$ cat src/rtl/gpt_pkg.sv
`timescale 1ns/1ps
// Package gpt_pkg
// Holds the control-word bit positions, the register selector encoding and
// the address split that are shared by the timer modules.
// Assumes byte addressing with 32-bit-aligned register slots.
package gpt_pkg;
    localparam int CTRL_IE_BIT = 8;
    localparam int CTRL_EN_BIT = 5;
    localparam int CTRL_OS_BIT = 4;
    localparam int BANK_SHIFT  = 7;

    typedef enum logic [1:0] {
        REG_CTRL  = 2'd0,
        REG_STAT  = 2'd1,
        REG_LOAD  = 2'd2,
        REG_COUNT = 2'd3
    } reg_sel_e;
endpackage

$ cat src/rtl/gpt_prescaler.sv
`timescale 1ns/1ps
// Module gpt_prescaler
// Divides the functional clock by 2^code and emits a one-cycle tick at the
// end of each divided period while run is high.
// Assumes code never exceeds MAX_CODE (the channel clamps it). A restart
// pulse returns the phase to zero.
module gpt_prescaler #(
    parameter int CODE_W   = 4,
    parameter int MAX_CODE = 8
) (
    input  logic              clk,
    input  logic              rst_n,
    input  logic              run,
    input  logic              restart,
    input  logic [CODE_W-1:0] code,
    output logic              tick
);
    localparam int DIV_W = (MAX_CODE > 0) ? MAX_CODE : 1;

    logic [DIV_W-1:0] phase_q;
    logic [DIV_W:0]   term;

    // Last phase value of the divided period for the current code
    always_comb term = (DIV_W+1)'((1 << code) - 1);

    // Tick when the phase has reached (or passed, after a code change) the end
    always_comb tick = run && !restart && ({1'b0, phase_q} >= term);

    // Phase counter: cleared on restart or tick, advanced while running
    always_ff @(posedge clk) begin
        if (!rst_n) begin
            phase_q <= '0;
        end else if (restart || tick) begin
            phase_q <= '0;
        end else if (run) begin
            phase_q <= phase_q + DIV_W'(1);
        end
    end
endmodule

$ cat src/rtl/gpt_channel.sv
`timescale 1ns/1ps
// Module gpt_channel
// One timer channel: control fields, terminal value, up-counter, pending
// event and masked level interrupt.
// Assumes the bus decoder asserts at most one write strobe per cycle and
// presents only the control fields this channel stores.
module gpt_channel #(
    parameter int CNT_W    = 16,
    parameter int CODE_W   = 4,
    parameter int MAX_CODE = 8
) (
    input  logic              clk,
    input  logic              rst_n,
    input  logic              ctrl_we,
    input  logic              stat_we,
    input  logic              load_we,
    input  logic              wr_ie,
    input  logic              wr_en,
    input  logic              wr_os,
    input  logic [CODE_W-1:0] wr_code,
    input  logic              wr_clr,
    input  logic [CNT_W-1:0]  wr_load,
    output logic              ie_q,
    output logic              en_q,
    output logic              os_q,
    output logic [CODE_W-1:0] code_q,
    output logic              pend_q,
    output logic [CNT_W-1:0]  load_q,
    output logic [CNT_W-1:0]  count_q,
    output logic              irq
);
    logic              tick;
    logic              start;
    logic              at_term;
    logic              reach;
    logic              event_hit;
    logic [CODE_W-1:0] code_in;

    // Oversized divider codes saturate at the largest supported divide
    always_comb code_in = (wr_code > CODE_W'(MAX_CODE)) ? CODE_W'(MAX_CODE) : wr_code;

    // A start is a control write that turns a stopped channel on
    always_comb start = ctrl_we && wr_en && !en_q;

    // Compare the count with the terminal value, now and one step ahead
    always_comb begin
        at_term   = (count_q == load_q);
        reach     = !at_term && ((count_q + CNT_W'(1)) == load_q);
        event_hit = tick && reach;
    end

    gpt_prescaler #(
        .CODE_W   (CODE_W),
        .MAX_CODE (MAX_CODE)
    ) u_psc (
        .clk     (clk),
        .rst_n   (rst_n),
        .run     (en_q),
        .restart (start),
        .code    (code_q),
        .tick    (tick)
    );

    // Control fields: bus writes first, then single-shot self-stop
    always_ff @(posedge clk) begin
        if (!rst_n) begin
            ie_q   <= 1'b0;
            en_q   <= 1'b0;
            os_q   <= 1'b0;
            code_q <= '0;
        end else if (ctrl_we) begin
            ie_q   <= wr_ie;
            en_q   <= wr_en;
            os_q   <= wr_os;
            code_q <= code_in;
        end else if (event_hit && os_q) begin
            en_q   <= 1'b0;
        end
    end

    // Terminal value register
    always_ff @(posedge clk) begin
        if (!rst_n) begin
            load_q <= '0;
        end else if (load_we) begin
            load_q <= wr_load;
        end
    end

    // Up-counter: zero on start, advance per tick, wrap after the terminal value
    always_ff @(posedge clk) begin
        if (!rst_n) begin
            count_q <= '0;
        end else if (start) begin
            count_q <= '0;
        end else if (tick) begin
            if (at_term) begin
                count_q <= '0;
            end else begin
                count_q <= count_q + CNT_W'(1);
            end
        end
    end

    // Pending event: a new event outranks a same-cycle clear
    always_ff @(posedge clk) begin
        if (!rst_n) begin
            pend_q <= 1'b0;
        end else if (event_hit) begin
            pend_q <= 1'b1;
        end else if (stat_we && wr_clr) begin
            pend_q <= 1'b0;
        end
    end

    // Level interrupt gated by the enable
    always_comb irq = pend_q && ie_q;

    AST_START_ZERO: assert property (@(posedge clk) disable iff (!rst_n)
        start |=> (count_q == '0));

    AST_PEND_ON_TICK: assert property (@(posedge clk) disable iff (!rst_n)
        $rose(pend_q) |-> $past(tick));

    AST_AUTO_WRAP: assert property (@(posedge clk) disable iff (!rst_n)
        (tick && at_term && !start) |=> (count_q == '0));

    AST_ONESHOT_STOP: assert property (@(posedge clk) disable iff (!rst_n)
        (tick && reach && os_q && !ctrl_we && !load_we) |=> (!en_q && (count_q == load_q)));

    AST_HOLD_STOPPED: assert property (@(posedge clk) disable iff (!rst_n)
        (!en_q && !ctrl_we) |=> $stable(count_q));

    AST_EVENT_WINS: assert property (@(posedge clk) disable iff (!rst_n)
        (event_hit && stat_we && wr_clr) |=> pend_q);
endmodule

$ cat src/rtl/gp_timer.sv
`timescale 1ns/1ps
// Module gp_timer
// Multi-channel timer top: decodes the register bus into per-channel
// strobes, instantiates the channels and registers the read data.
// Assumes byte offsets, one access per cycle, and a register bank of
// 0x80 bytes per channel starting at offset 0x80.
module gp_timer #(
    parameter int NUM_CH   = 2,
    parameter int ADDR_W   = 9,
    parameter int DATA_W   = 16,
    parameter int CODE_W   = 4,
    parameter int MAX_CODE = 8
) (
    input  logic              clk,
    input  logic              rst_n,
    input  logic              bus_en,
    input  logic              bus_we,
    input  logic [ADDR_W-1:0] bus_addr,
    input  logic [DATA_W-1:0] bus_wdata,
    output logic [DATA_W-1:0] bus_rdata,
    output logic [NUM_CH-1:0] irq
);
    import gpt_pkg::*;

    localparam int BANK_W = ADDR_W - BANK_SHIFT;

    logic [BANK_W-1:0] bank;
    logic              slot_ok;
    reg_sel_e          reg_sel;
    logic [NUM_CH-1:0] hit_ch;
    logic [DATA_W-1:0] rd_mux;

    logic [DATA_W-1:0] ch_ctrl  [NUM_CH];
    logic [DATA_W-1:0] ch_stat  [NUM_CH];
    logic [DATA_W-1:0] ch_load  [NUM_CH];
    logic [DATA_W-1:0] ch_count [NUM_CH];

    // Split the offset into bank, slot and alignment checks
    always_comb begin
        bank    = bus_addr[ADDR_W-1:BANK_SHIFT];
        slot_ok = (bus_addr[BANK_SHIFT-1:4] == '0) && (bus_addr[1:0] == 2'b00);
        reg_sel = reg_sel_e'(bus_addr[3:2]);
    end

    for (genvar i = 0; i < NUM_CH; i++) begin : g_ch
        logic ie, en, os, pend;
        logic [CODE_W-1:0] code;
        logic wr_hit;

        // Channel i owns bank i+1
        always_comb begin
            hit_ch[i] = slot_ok && (bank == BANK_W'(i + 1));
            wr_hit    = bus_en && bus_we && hit_ch[i];
        end

        gpt_channel #(
            .CNT_W    (DATA_W),
            .CODE_W   (CODE_W),
            .MAX_CODE (MAX_CODE)
        ) u_chan (
            .clk     (clk),
            .rst_n   (rst_n),
            .ctrl_we (wr_hit && (reg_sel == REG_CTRL)),
            .stat_we (wr_hit && (reg_sel == REG_STAT)),
            .load_we (wr_hit && (reg_sel == REG_LOAD)),
            .wr_ie   (bus_wdata[CTRL_IE_BIT]),
            .wr_en   (bus_wdata[CTRL_EN_BIT]),
            .wr_os   (bus_wdata[CTRL_OS_BIT]),
            .wr_code (bus_wdata[CODE_W-1:0]),
            .wr_clr  (bus_wdata[0]),
            .wr_load (bus_wdata),
            .ie_q    (ie),
            .en_q    (en),
            .os_q    (os),
            .code_q  (code),
            .pend_q  (pend),
            .load_q  (ch_load[i]),
            .count_q (ch_count[i]),
            .irq     (irq[i])
        );

        // Assemble the readable control and status words, reserved bits zero
        always_comb begin
            ch_ctrl[i]              = '0;
            ch_ctrl[i][CTRL_IE_BIT] = ie;
            ch_ctrl[i][CTRL_EN_BIT] = en;
            ch_ctrl[i][CTRL_OS_BIT] = os;
            ch_ctrl[i][CODE_W-1:0]  = code;
            ch_stat[i]              = '0;
            ch_stat[i][0]           = pend;
        end
    end

    // Read multiplexer: zero unless a channel slot is addressed
    always_comb begin
        rd_mux = '0;
        for (int i = 0; i < NUM_CH; i++) begin
            if (hit_ch[i]) begin
                case (reg_sel)
                    REG_CTRL:  rd_mux = ch_ctrl[i];
                    REG_STAT:  rd_mux = ch_stat[i];
                    REG_LOAD:  rd_mux = ch_load[i];
                    default:   rd_mux = ch_count[i];
                endcase
            end
        end
    end

    // Read data register, updated on each read access
    always_ff @(posedge clk) begin
        if (!rst_n) begin
            bus_rdata <= '0;
        end else if (bus_en && !bus_we) begin
            bus_rdata <= rd_mux;
        end
    end

    AST_UNUSED_READ_ZERO: assert property (@(posedge clk) disable iff (!rst_n)
        (bus_en && !bus_we && (hit_ch == '0)) |=> (bus_rdata == '0));
endmodule

$ cat config.mk
export PLATFORM = sky130hd
export DESIGN_NAME = gp_timer
export DESIGN_NICKNAME = d
export VERILOG_FILES = /design/src/rtl/gpt_pkg.sv /design/src/rtl/gpt_prescaler.sv /design/src/rtl/gpt_channel.sv /design/src/rtl/gp_timer.sv
export SDC_FILE = /design/constraint.sdc
export NUM_CORES = 1
export LEC_CHECK = 0
export BUFFER_PORTS_ARGS = -buffer_cell sky130_fd_sc_hd__buf_4
export CAP_MARGIN = 10
export CORE_MARGIN = 2
export CORE_UTILIZATION = 56
export DETAILED_ROUTE_END_ITERATION = 10
export GPL_TIMING_DRIVEN = 1
export PLACE_DENSITY = 0.78
export SLEW_MARGIN = 0
export SYNTH_ARGS = -nofsm -noshare
export SYNTH_HDL_FRONTEND = slang
export SYNTH_SLANG_ARGS = --single-unit
$ cat constraint.sdc
create_clock -name clk -period 3.05 [get_ports clk]
set_input_delay 0.61 -clock clk [delete_from_list [all_inputs] [get_ports clk]]
set_output_delay 0.61 -clock clk [all_outputs]
set_load 0.03 [all_outputs]
==> flow_summary.toml, run 1 <==
[run_status]
status = "finished with violations"
violations = "negative setup slack"

[logic_synthesis]
synthFlopType = "dfxtp_1"
synth.largest_area_cell = "dfxtp_1"
mappedNetlistArea_mm2 = 0.007183
yosysSeqAreaShare_pct = 31.21
mapped_cells = 861
synth-seq-cells = 112
synth_fp_nets = 912
synthTopCellsByArea = "dfxtp_1, nand2_1, xnor2_1"
synth_top_area_share_pct = 31.21
postSynthAreaPerCell_um2 = 8.343
synthDistinctLibCells = 78
yosys_warnings = 0
synth_enable_flop_cells = 0
async_reset_ff_share_pct = 0

[grt]
grt_pass1_vias = 5812
antenna_violations_before_repair = 0
grt_pass1_wl_um = 29560
largest_net_degree_at_the_start_of_global_routing = 37
grt_remaining_overflow = 0
globalRouteTotalUtil_pct = 27.79

[routing]
wl_per_cell_um = 17.63
detail_route.drc_violations = 0
vias = 6441
vias_per_std_cell = 6.071
detailedRoute.firstPassIterationCount = 5
detail-route-antenna-nets = 0
detail_route.wirelength_um = 18700
detailedRoute.firstIterationViolations = 517

[place]
io_buffer_count = 46
post-place-cells = 1043
pre_cts_ws_ps = -112.7
routabilityCongestion = 0.9014
hpwlAfterDp_um = 13460

[critical_path]
critical-path-slowest-cell = "or4_4"
r2r_setup_slk_ps = -30
path_max_fanout = 5
critical_path.cell_chain = "or4_4 > ha_4 > nor3_4 > a21oi_1 > o21a_1 > ha_4 > nand4_1 > o31ai_2 > o221ai_2 > nor3_1 > nand4_1 > a41o_1"
worst_setup_path_start_kind = "flop"
crit_required_ps = 3300
critical_path_type = "reg2reg"
slowest_delay_ps = 550
critical_path.n_buffers_inverters = 0
cpLargestDelayFamily = "simple AND/OR/NAND/NOR gates"
worst_ep_arrival_ps = 3330
critPathCaptureType = "flop"

[finish]
area.growth.synth_to_final_pct = 13.53
n_antenna_cell = 0
post_layout_nonfiller_instances = 1061
layout_cell_share_with_drive_strength_beyond_1_pct = 17.55
fillCellCount = 1083
num-nets-final = 935
final-seq-area_mm2 = 0.002242
multi_input_area_mm2 = 0.004716
final_core_util_pct = 64.89

[cts]
cts_sinks = 112
clock_tree.root_cell = "clkbuf_16"
cts_buffer_depth = 2
cts_hold_repair.buffers = 0
clk_transition_reported_paths_ps = 70
clock_insertion_delay_worst_skew_ps = 370
cts_made_buffers = 9
h-tree-depth = 3
tritoncts_clock_tree = "built"

[sta]
worstMarginPinSlew_ps = 652.9
grt_setup_unrepaired = "true"
final_max_slew_viol_count = 0
setup_total_neg_slack_ps = -32.43
fin_worst_skew_ps = 12.62
worst_slew_margin_rel_pct = 56.47
final_clock_period_utilization_by_the_worst_path_pct = 101.0
max_clock_freq_ghz = 0.3245
post_route_worst_setup_slack_ps = -31.87
min_period_ps = 3082
final-setup-viol-count = 2
hold_viol = 0

[floorplanning]
dieArea_mm2 = 0.01375
num_rows = 41
die_w_um = 117.3
initial_core_util_pct = 57.15
die_h_um = 117.3
i_o_pin_total = 47
fp.coreArea_mm2 = 0.01257

[power]
cellPowerDensity_mw_per_mm2 = 376.7
total_leakage_power_uw = 0.003199
maximum_vdd_ir_drop_uv = 272.4

[job]
cap_violations = 0

[worst_hold_path]
holdCritPathClass = "reg2reg"
-- synth_stat cells (all sizes together) (3+ instances only) --
| library cell | number |
|---|---|
| or4 | 6 |
| nand2b | 11 |
| o221ai | 17 |
| nand2 | 106 |
| a31oi | 7 |
| nor2 | 59 |
| dfxtp | 112 |
| mux2i | 30 |
| and3 | 12 |
| nand3 | 19 |
| buf | 35 |
| nand4b | 3 |
| nand3b | 6 |
| nor2b | 17 |
| a21oi | 37 |
| nor4 | 7 |
| a22oi | 13 |
| clkbuf | 31 |
| and4 | 8 |
| xor2 | 30 |
| o21ai | 47 |
| xnor2 | 44 |
| nor3 | 19 |
| mux2 | 14 |
| a21boi | 34 |
| a21o | 5 |
| o311ai | 3 |
| or3 | 10 |
| nor3b | 3 |
| o21a | 3 |
| o211a | 16 |
| ha | 22 |
| and2 | 11 |
| nand4 | 23 |
| inv | 13 |
-- metal layers --
layer | global-route usage [%] | share of wire [%] | vias to the layer above
li1 | - | - | 3129
met1 | 37.83 | 45 | 3041
met2 | 43.56 | 47 | 224
met3 | 5.716 | 6.1 | 47
met4 | 10.43 | 2.8 | 0
met5 | 0 | 0 | -
-- power breakdown --
part | total (uW) | internal (uW) | switching [uW] | leakage, uW
Sequential | 1490 | 1470 | 12.2 | 0.000904
Combinational | 213 | 87.9 | 125 | 0.00213
Clock | 1370 | 801 | 571 | 0.000162
Total | 3070 | 2360 | 708 | 0.00320
-- registers in the layout, indices dropped and copies added, names as in the netlist --
signal	cells
bus_rdata	16
g_ch.u_chan.code_q	8
g_ch.u_chan.count_q	32
g_ch.u_chan.en_q	2
g_ch.u_chan.ie_q	2
g_ch.u_chan.load_q	32
g_ch.u_chan.os_q	2
g_ch.u_chan.pend_q	2
g_ch.u_chan.u_psc.phase_q	16
-- worst reg2reg max path: stages, from the launching register on --
cell,delay (ps)
dfxtp_1,310
or4_4,550
ha_4,190
nor3_4,120
a21oi_1,60
o21a_1,200
ha_4,270
nand4_1,120
o31ai_2,260
o221ai_2,200
nor3_1,180
nand4_1,210
a41o_1,310
-- cells by family (layout without fill, tap and decap cells) --
| kind of cell | after synthesis | after routing | share of synthesized area [%] |
|---|---|---|---|
| buf+inv | 79 | 107 | 5.051 |
| xor+xnor | 74 | 74 | 9.023 |
| fa+ha+maj | 22 | 22 | 3.832 |
| flops | 112 | 112 | 31.21 |
| simple gates | 327 | 327 | 24.32 |
| mux | 46 | 46 | 7.055 |
| compound gates | 201 | 201 | 19.51 |
-- stage by stage --
stage	hold slack, ps	power [uW]	instance area (um2)
after floorplan	457.3	1644	7300
after global placement	469.0	1728	7737
after detailed placement	474.1	1728	7737
after CTS	483.5	3064	8099
after global routing	501.9	3146	8155
final	481.2	3072	8155
-- cell usage in the layout, fill, tap and decap left out, types with 4 or more instances in the layout --
cell / instances
a21boi_0: 13
a21boi_1: 21
a21o_1: 4
a21oi_1: 32
a21oi_2: 5
a22oi_1: 12
a31oi_1: 7
and2_1: 8
and3_1: 12
and4_1: 8
buf_4: 75
clkbuf_16: 9
dfxtp_1: 112
ha_1: 18
inv_1: 13
mux2_2: 13
mux2i_1: 30
nand2_1: 106
nand2b_1: 11
nand3_1: 16
nand3b_1: 6
nand4_1: 21
nor2_1: 54
nor2_2: 4
nor2b_1: 15
nor3_1: 10
nor3_2: 6
nor4_1: 7
o211a_1: 16
o21ai_0: 41
o221ai_1: 16
or3_1: 9
xnor2_1: 44
xor2_1: 30
-- timing repair --
| action | in CTS | in global routing |
|---|---|---|
| resized for setup | 4 | 11 |
| setup endpoints to repair | 19 | 37 |
| setup buffers | 1 | 1 |
| pin swaps | 2 | 5 |
-- layout make-up --
class | count | share of cell area, %
Inverter | 13 | 0.5983
Clock buffer | 10 | 2.808
Tap cell | 172 | 2.639
Multi-Input combinational cell | 670 | 57.82
Sequential cell | 112 | 27.49
Clock inverter | 6 | 1.319
Timing Repair Buffer | 78 | 7.318
-- path summary, 6_finish.rpt --
path | endpoint | start | cells past startpoint
setup / recovery | g_ch[0].u_chan.en_q | g_ch[0].u_chan.code_q[1] | 12
setup reg to reg | g_ch[0].u_chan.en_q | g_ch[0].u_chan.code_q[1] | 12
hold / removal | g_ch[0].u_chan.load_q[15] | g_ch[0].u_chan.load_q[15] | 2
hold reg to reg | g_ch[0].u_chan.load_q[15] | g_ch[0].u_chan.load_q[15] | 2
Note: power is estimated with default switching activity, not from simulation.
==> inputs of run 2 (changes only) <==
--- a/config.mk
+++ b/config.mk
@@ -8,10 +8,11 @@
 export BUFFER_PORTS_ARGS = -buffer_cell sky130_fd_sc_hd__buf_4
 export CAP_MARGIN = 10
 export CORE_MARGIN = 2
-export CORE_UTILIZATION = 56
+export CORE_UTILIZATION = 60
 export DETAILED_ROUTE_END_ITERATION = 10
 export GPL_TIMING_DRIVEN = 1
-export PLACE_DENSITY = 0.78
+export PLACE_DENSITY = 0.79
+export REMOVE_ABC_BUFFERS = 1
 export SLEW_MARGIN = 0
 export SYNTH_ARGS = -nofsm -noshare
 export SYNTH_HDL_FRONTEND = slang
==> constraint.sdc (replaced) <==
create_clock -name clk -period 3.7 [get_ports clk]
set_input_delay 0.74 -clock clk [delete_from_list [all_inputs] [get_ports clk]]
set_output_delay 0.74 -clock clk [all_outputs]
set_load 0.03 [all_outputs]
==> flow_summary.toml, run 2 (synthesis results as in run 1) <==
[run_status]
status = "completed"

[critical_path]
worst_ep_arrival_ps = 3810
cpLargestDelayFamily = "simple AND/OR/NAND/NOR gates"
slowest_delay_ps = 580
r2r_setup_slk_ps = 180
critical-path-slowest-cell = "or4_2"
critical_path_type = "reg2reg"
worst_setup_path_start_kind = "flop"
critPathCaptureType = "flop"
critical_path.cell_chain = "nor3_1 > nand2_1 > ha_1 > nor3_1 > mux2_2 > a21oi_1 > ha_1 > nand3_1 > o21ai_1 > nand3_4 > or4_2 > a21oi_1"
crit_required_ps = 3990
path_max_fanout = 15
critical_path.n_buffers_inverters = 0

[cts]
postCtsSetupRepairBufs = 0
clock_insertion_delay_worst_skew_ps = 360
cts_made_buffers = 9
cts_buffer_depth = 2
h-tree-depth = 3
clock_tree.root_cell = "clkbuf_16"
tritoncts_clock_tree = "built"
cts_sinks = 112
clk_transition_reported_paths_ps = 70

[power]
maximum_vdd_ir_drop_uv = 295.5
total_leakage_power_uw = 0.003041
cellPowerDensity_mw_per_mm2 = 304.5

[routing]
vias = 6408
vias_per_std_cell = 6.357
detail_route.wirelength_um = 17790
detailedRoute.firstIterationViolations = 485
wl_per_cell_um = 17.64
detail_route.drc_violations = 0
detail-route-antenna-nets = 0
detailedRoute.firstPassIterationCount = 5

[finish]
biggestRegsByFlops = "g_ch.u_chan.count_q (32), g_ch.u_chan.load_q (32)"
n_antenna_cell = 0
mostFrequentLayoutCell = "dfxtp_1"
fillCellCount = 932
finish.instance_area_mm2 = 0.007786
num-nets-final = 912
layout_common_cells = "dfxtp_1, nand2_1, nor2_1"
area.growth.synth_to_final_pct = 8.396
layout_cell_share_with_drive_strength_beyond_1_pct = 13.06

[grt]
grt_pass1_vias = 6021
antenna_violations_before_repair = 0
grt_remaining_overflow = 0
largest_net_degree_at_the_start_of_global_routing = 70
grt_pass1_wl_um = 29490
globalRouteTotalUtil_pct = 28.01

[worst_hold_path]
holdCritPathClass = "reg2reg"

[sta]
min_period_ps = 3518
final_max_slew_viol_count = 0
hold_viol = 0
grt_setup_unrepaired = "false"
final_clock_period_utilization_by_the_worst_path_pct = 95.08
worstMarginPinSlew_ps = 1110
worst_slew_margin_rel_pct = 25.64
final-setup-viol-count = 0
fin_worst_skew_ps = 6.982
max_clock_freq_ghz = 0.2842
setup_total_neg_slack_ps = 0

[floorplanning]
i_o_pin_total = 47
num_rows = 39
dieArea_mm2 = 0.01286
initial_core_util_pct = 62.11
die_h_um = 113.4
die_w_um = 113.4
fp.coreArea_mm2 = 0.01156

[place]
placed_cell_area_mm2 = 0.007463
hpwlAfterDp_um = 12970
routabilityCongestion = 1.052
io_buffer_count = 46

[job]
cap_violations = 0
[run 2: cell count changes in the layout (fill, tap and decap cells not counted), sizes merged]
cell	before	now
clkbuf	10	11
buf	78	55
clkinvlp	1	0
bufinv	3	1
clkinv	2	3
[run 2: path summary, 6_finish.rpt]
| path | from | to | cells past startpoint |
|---|---|---|---|
| setup / recovery | g_ch[1].u_chan.code_q[1] | g_ch[1].u_chan.count_q[6] | 12 |
| hold / removal | g_ch[1].u_chan.load_q[8] | g_ch[1].u_chan.load_q[8] | 2 |
| setup reg to reg | g_ch[1].u_chan.code_q[1] | g_ch[1].u_chan.count_q[6] | 12 |
| hold reg to reg | g_ch[1].u_chan.load_q[8] | g_ch[1].u_chan.load_q[8] | 2 |
[run 2: power by group]
part | switching (uW) | internal [uW] | total (uW)
Combinational | 101 | 69.6 | 171
Clock | 438 | 537 | 975
Sequential | 9.64 | 1220 | 1230
[run 2: final cells by class]
cell class              count  area (um2)  area share, %
clock inverters             4       45.04         0.5785
well taps                 143       178.9          2.298
repair buffers             55       412.9          5.303
clock buffers              11       242.7          3.117
multi-input cells         670        4616          59.28
flip-flops and latches    112        2242          28.80
inverters                  13       48.80         0.6267
[run 2: per-stage QoR]
stage	util (%)	cells	setup WS [ps]	hold WS, ps	total power [uW]
after floorplan	-	795	275.9	457.3	1331
after global placement	64.54	993	390.2	469.6	1417
after detailed placement	64.54	993	176.4	473.2	1421
after CTS	67.02	1008	93.82	482.9	2377
after global routing	67.33	1008	5.165	501.2	2436
final	67.33	1008	182.0	482.5	2371
[run 2: timing repair]
| item | 4_1_cts | 5_1_grt |
|---|---|---|
| hold buffers | 0 | 0 |
| resized for setup | 0 | 7 |
| setup endpoints to repair | 0 | 31 |
[run 2: worst reg2reg max path: stages, from the launching register on]
cell	delay [ps]
dfxtp_1	420
nor3_1	290
nand2_1	140
ha_1	310
nor3_1	310
mux2_2	230
a21oi_1	70
ha_1	320
nand3_1	70
o21ai_1	330
nand3_4	230
or4_2	590
a21oi_1	160
[run 2: routing by layer]
metal / part of all wire [%] / global-route usage [%] / up-vias
li1: - / - / 3081
met1: 44 / 37.44 / 3041
met3: 6.9 / 6.748 / 38
met2: 47 / 45.35 / 248
met5: 0 / 0 / -
met4: 2.1 / 8.130 / 0
==> inputs of run 3 (changes only) <==
--- a/config.mk
+++ b/config.mk
@@ -16,4 +16,5 @@
 export SLEW_MARGIN = 0
 export SYNTH_ARGS = -nofsm -noshare
 export SYNTH_HDL_FRONTEND = slang
+export SYNTH_HIERARCHICAL = 1
 export SYNTH_SLANG_ARGS = --single-unit
==> flow_summary.toml, run 3 <==
[sta]
final-setup-viol-count = 0
final_max_slew_viol_count = 0
worstMarginPinSlew_ps = 953.2
hold_ws_ps = 540.3
fin_worst_skew_ps = 4.659
final_clock_period_utilization_by_the_worst_path_pct = 94.07
hold_viol = 0
max_clock_freq_ghz = 0.2873
min_period_ps = 3481
worst_slew_margin_rel_pct = 36.22

[routing]
detail-route-antenna-nets = 0
vias = 6226
detail_route.drc_violations = 0
detailedRoute.firstIterationViolations = 464
vias_per_std_cell = 6.116
detailedRoute.firstPassIterationCount = 5
detail_route.wirelength_um = 18250
wl_per_cell_um = 17.93

[finish]
mostFrequentLayoutCell = "dfxtp_1"
n_antenna_cell = 0
layout_common_cells = "dfxtp_1, buf_4, nor2_1, mux2i_1, nor2b_1"
biggestRegsByFlops = "g_ch.u_chan/count_q (32), g_ch.u_chan/load_q (32)"
area.growth.synth_to_final_pct = 9.601
finish.instance_area_mm2 = 0.008184
num-nets-final = 896
layout_cell_share_with_drive_strength_beyond_1_pct = 18.12
post_layout_nonfiller_instances = 1018

[logic_synthesis]
synth_enable_flop_cells = 0
ys_top_cells_by_count = "dfxtp_1, nor2_1, mux2i_1, nor2b_1"
synth-seq-cells = 112
mapped_cells = 827
synth_top_area_share_pct = 30.03
synth_most_common_cell = "dfxtp_1"
yosysSeqAreaShare_pct = 30.03
mappedNetlistArea_mm2 = 0.007467
synthTopCellsByArea = "dfxtp_1, mux2i_1, xnor2_1"
yosys_warnings = 6
synthFlopType = "dfxtp_1"
async_reset_ff_share_pct = 0
synth.largest_area_cell = "dfxtp_1"
postSynthAreaPerCell_um2 = 9.029
synthDistinctLibCells = 66

[power]
internal_power_uw = 1769
report.power.total_uw = 2287
total_leakage_power_uw = 0.002901
pwr-share-comb_pct = 5.6
power.sequential.fraction_pct = 53.0
netSwitchingFraction_pct = 22.65
maximum_vdd_ir_drop_uv = 207.4
power.net_switching_uw = 517.9
pwr-share-clk_pct = 41.4
cellPowerDensity_mw_per_mm2 = 279.4

[floorplanning]
i_o_pin_total = 47
dieArea_mm2 = 0.01335
die_w_um = 115.6
num_rows = 40
initial_core_util_pct = 61.91
die_h_um = 115.6
fp.coreArea_mm2 = 0.01206

[place]
placed_cell_area_mm2 = 0.007807
routabilityCongestion = 0.9281
io_buffer_count = 46
post-place-cells = 999
hpwlAfterDp_um = 13140

[grt]
grt_pass1_wl_um = 29840
gr-usage-met3_pct = 4.132
gr-usage-met1_pct = 36.76
globalRouteTotalUtil_pct = 27.75
grt.met2_usage_pct = 46.00
grt_pass1_vias = 5979
grt_busiest_layer = "met2"
largest_net_degree_at_the_start_of_global_routing = 71
grt_remaining_overflow = 0
antenna_violations_before_repair = 0

[cts]
clk_transition_reported_paths_ps = 70
clock_tree.root_cell = "clkbuf_16"
cts_sinks = 112
clock_insertion_delay_worst_skew_ps = 350
cts_buffer_depth = 2
cts_made_buffers = 9
tritoncts_clock_tree = "built"
cts_hold_repair.buffers = 0
h-tree-depth = 3

[critical_path]
cpLargestDelayFamily = "simple AND/OR/NAND/NOR gates"
critical_path_type = "reg2reg"
worst_ep_arrival_ps = 3760
critPathCaptureType = "flop"
crit_required_ps = 3980
slowest_delay_ps = 430
critical-path-slowest-cell = "or3_1"
worst_setup_path_start_kind = "flop"
critical_path.cell_chain = "nor2_2 > nand3b_1 > ha_4 > nor3_1 > a21oi_1 > o21a_1 > ha_1 > nand4_1 > o22a_1 > a21o_1 > a21oi_2 > nand2_1 > or3_1 > or3_1 > a21oi_1"
critical_path.n_buffers_inverters = 0
path_max_fanout = 8

[run_status]
status = "completed"

[worst_hold_path]
holdCritPathClass = "reg2reg"

[job]
cap_violations = 0
run 3: repair_timing:
action / 4_1_cts / 5_1_grt
buffers inserted: 0 / 3
gates resized for setup: 1 / 12
pin swaps: 0 / 1
endpoints found under the setup margin: 3 / 30
run 3: layer usage:
metal  part of all wire (%)  vias up
met5                      0        -
met4                    2.1        0
met3                    5.8       37
met2                     47      233
met1                     45     2961
li1                       -     2995
run 3: tightest hold or removal path, delay by kind of cell, from the launching register on:
kind	cells	cell delay [ps]
DFF	1	350
AOI/OAI and AO/OA	1	60
and+or+nand+nor	1	80
run 3: through the flow:
stage | setup TNS [ps] | worst slack (ps) | util [%]
after floorplan | -9448 | -395.5 | -
after global placement | 0 | 191.0 | 64.73
after detailed placement | -107.5 | -62.42 | 64.73
after CTS | 0 | 11.24 | 67.12
after global routing | -8.078 | -8.078 | 67.85
final | 0 | 219.2 | 67.85
run 3: area by class of cell:
cell class | instances | area, um2
Clock buffer | 13 | 270.3
Clock inverter | 3 | 15.01
Fill cell | 914 | 3877
Inverter | 20 | 75.07
Multi-Input combinational cell | 633 | 4853
Sequential cell | 112 | 2242
Tap cell | 168 | 210.2
Timing Repair Buffer | 69 | 518.0
run 3: final timing paths:
check / depth (start not counted) / slack [ps] / end / start
max: 15 / 220 / g_ch[0].u_chan/count_q[15] / g_ch[0].u_chan/code_q[2]
min: 2 / 540 / g_ch[0].u_chan/u_psc/phase_q[0] / g_ch[0].u_chan/u_psc/phase_q[0]
max reg2reg: 15 / 220 / g_ch[0].u_chan/count_q[15] / g_ch[0].u_chan/code_q[2]
min reg2reg: 2 / 540 / g_ch[0].u_chan/u_psc/phase_q[0] / g_ch[0].u_chan/u_psc/phase_q[0]
run 3: kinds of logic after synthesis:
family / after synthesis / share of synthesized area [%]
AOI/OAI and AO/OA: 130 / 12.85
DFF: 112 / 30.03
buffers and inverters: 82 / 6.133
and+or+nand+nor: 323 / 27.03
adders and majority gates: 22 / 3.686
xor gates and xnor gates: 86 / 10.09
muxes: 72 / 10.19
run 3: power groups by stage:
stage | registers (uW) | logic [uW] | clock network (uW)
after floorplan | 1250 | 42.2 | 0
after global placement | 1240 | 122 | 0
after detailed placement | 1240 | 125 | 0
after CTS | 1210 | 126 | 956
after global routing | 1210 | 135 | 1010
final | 1210 | 128 | 947
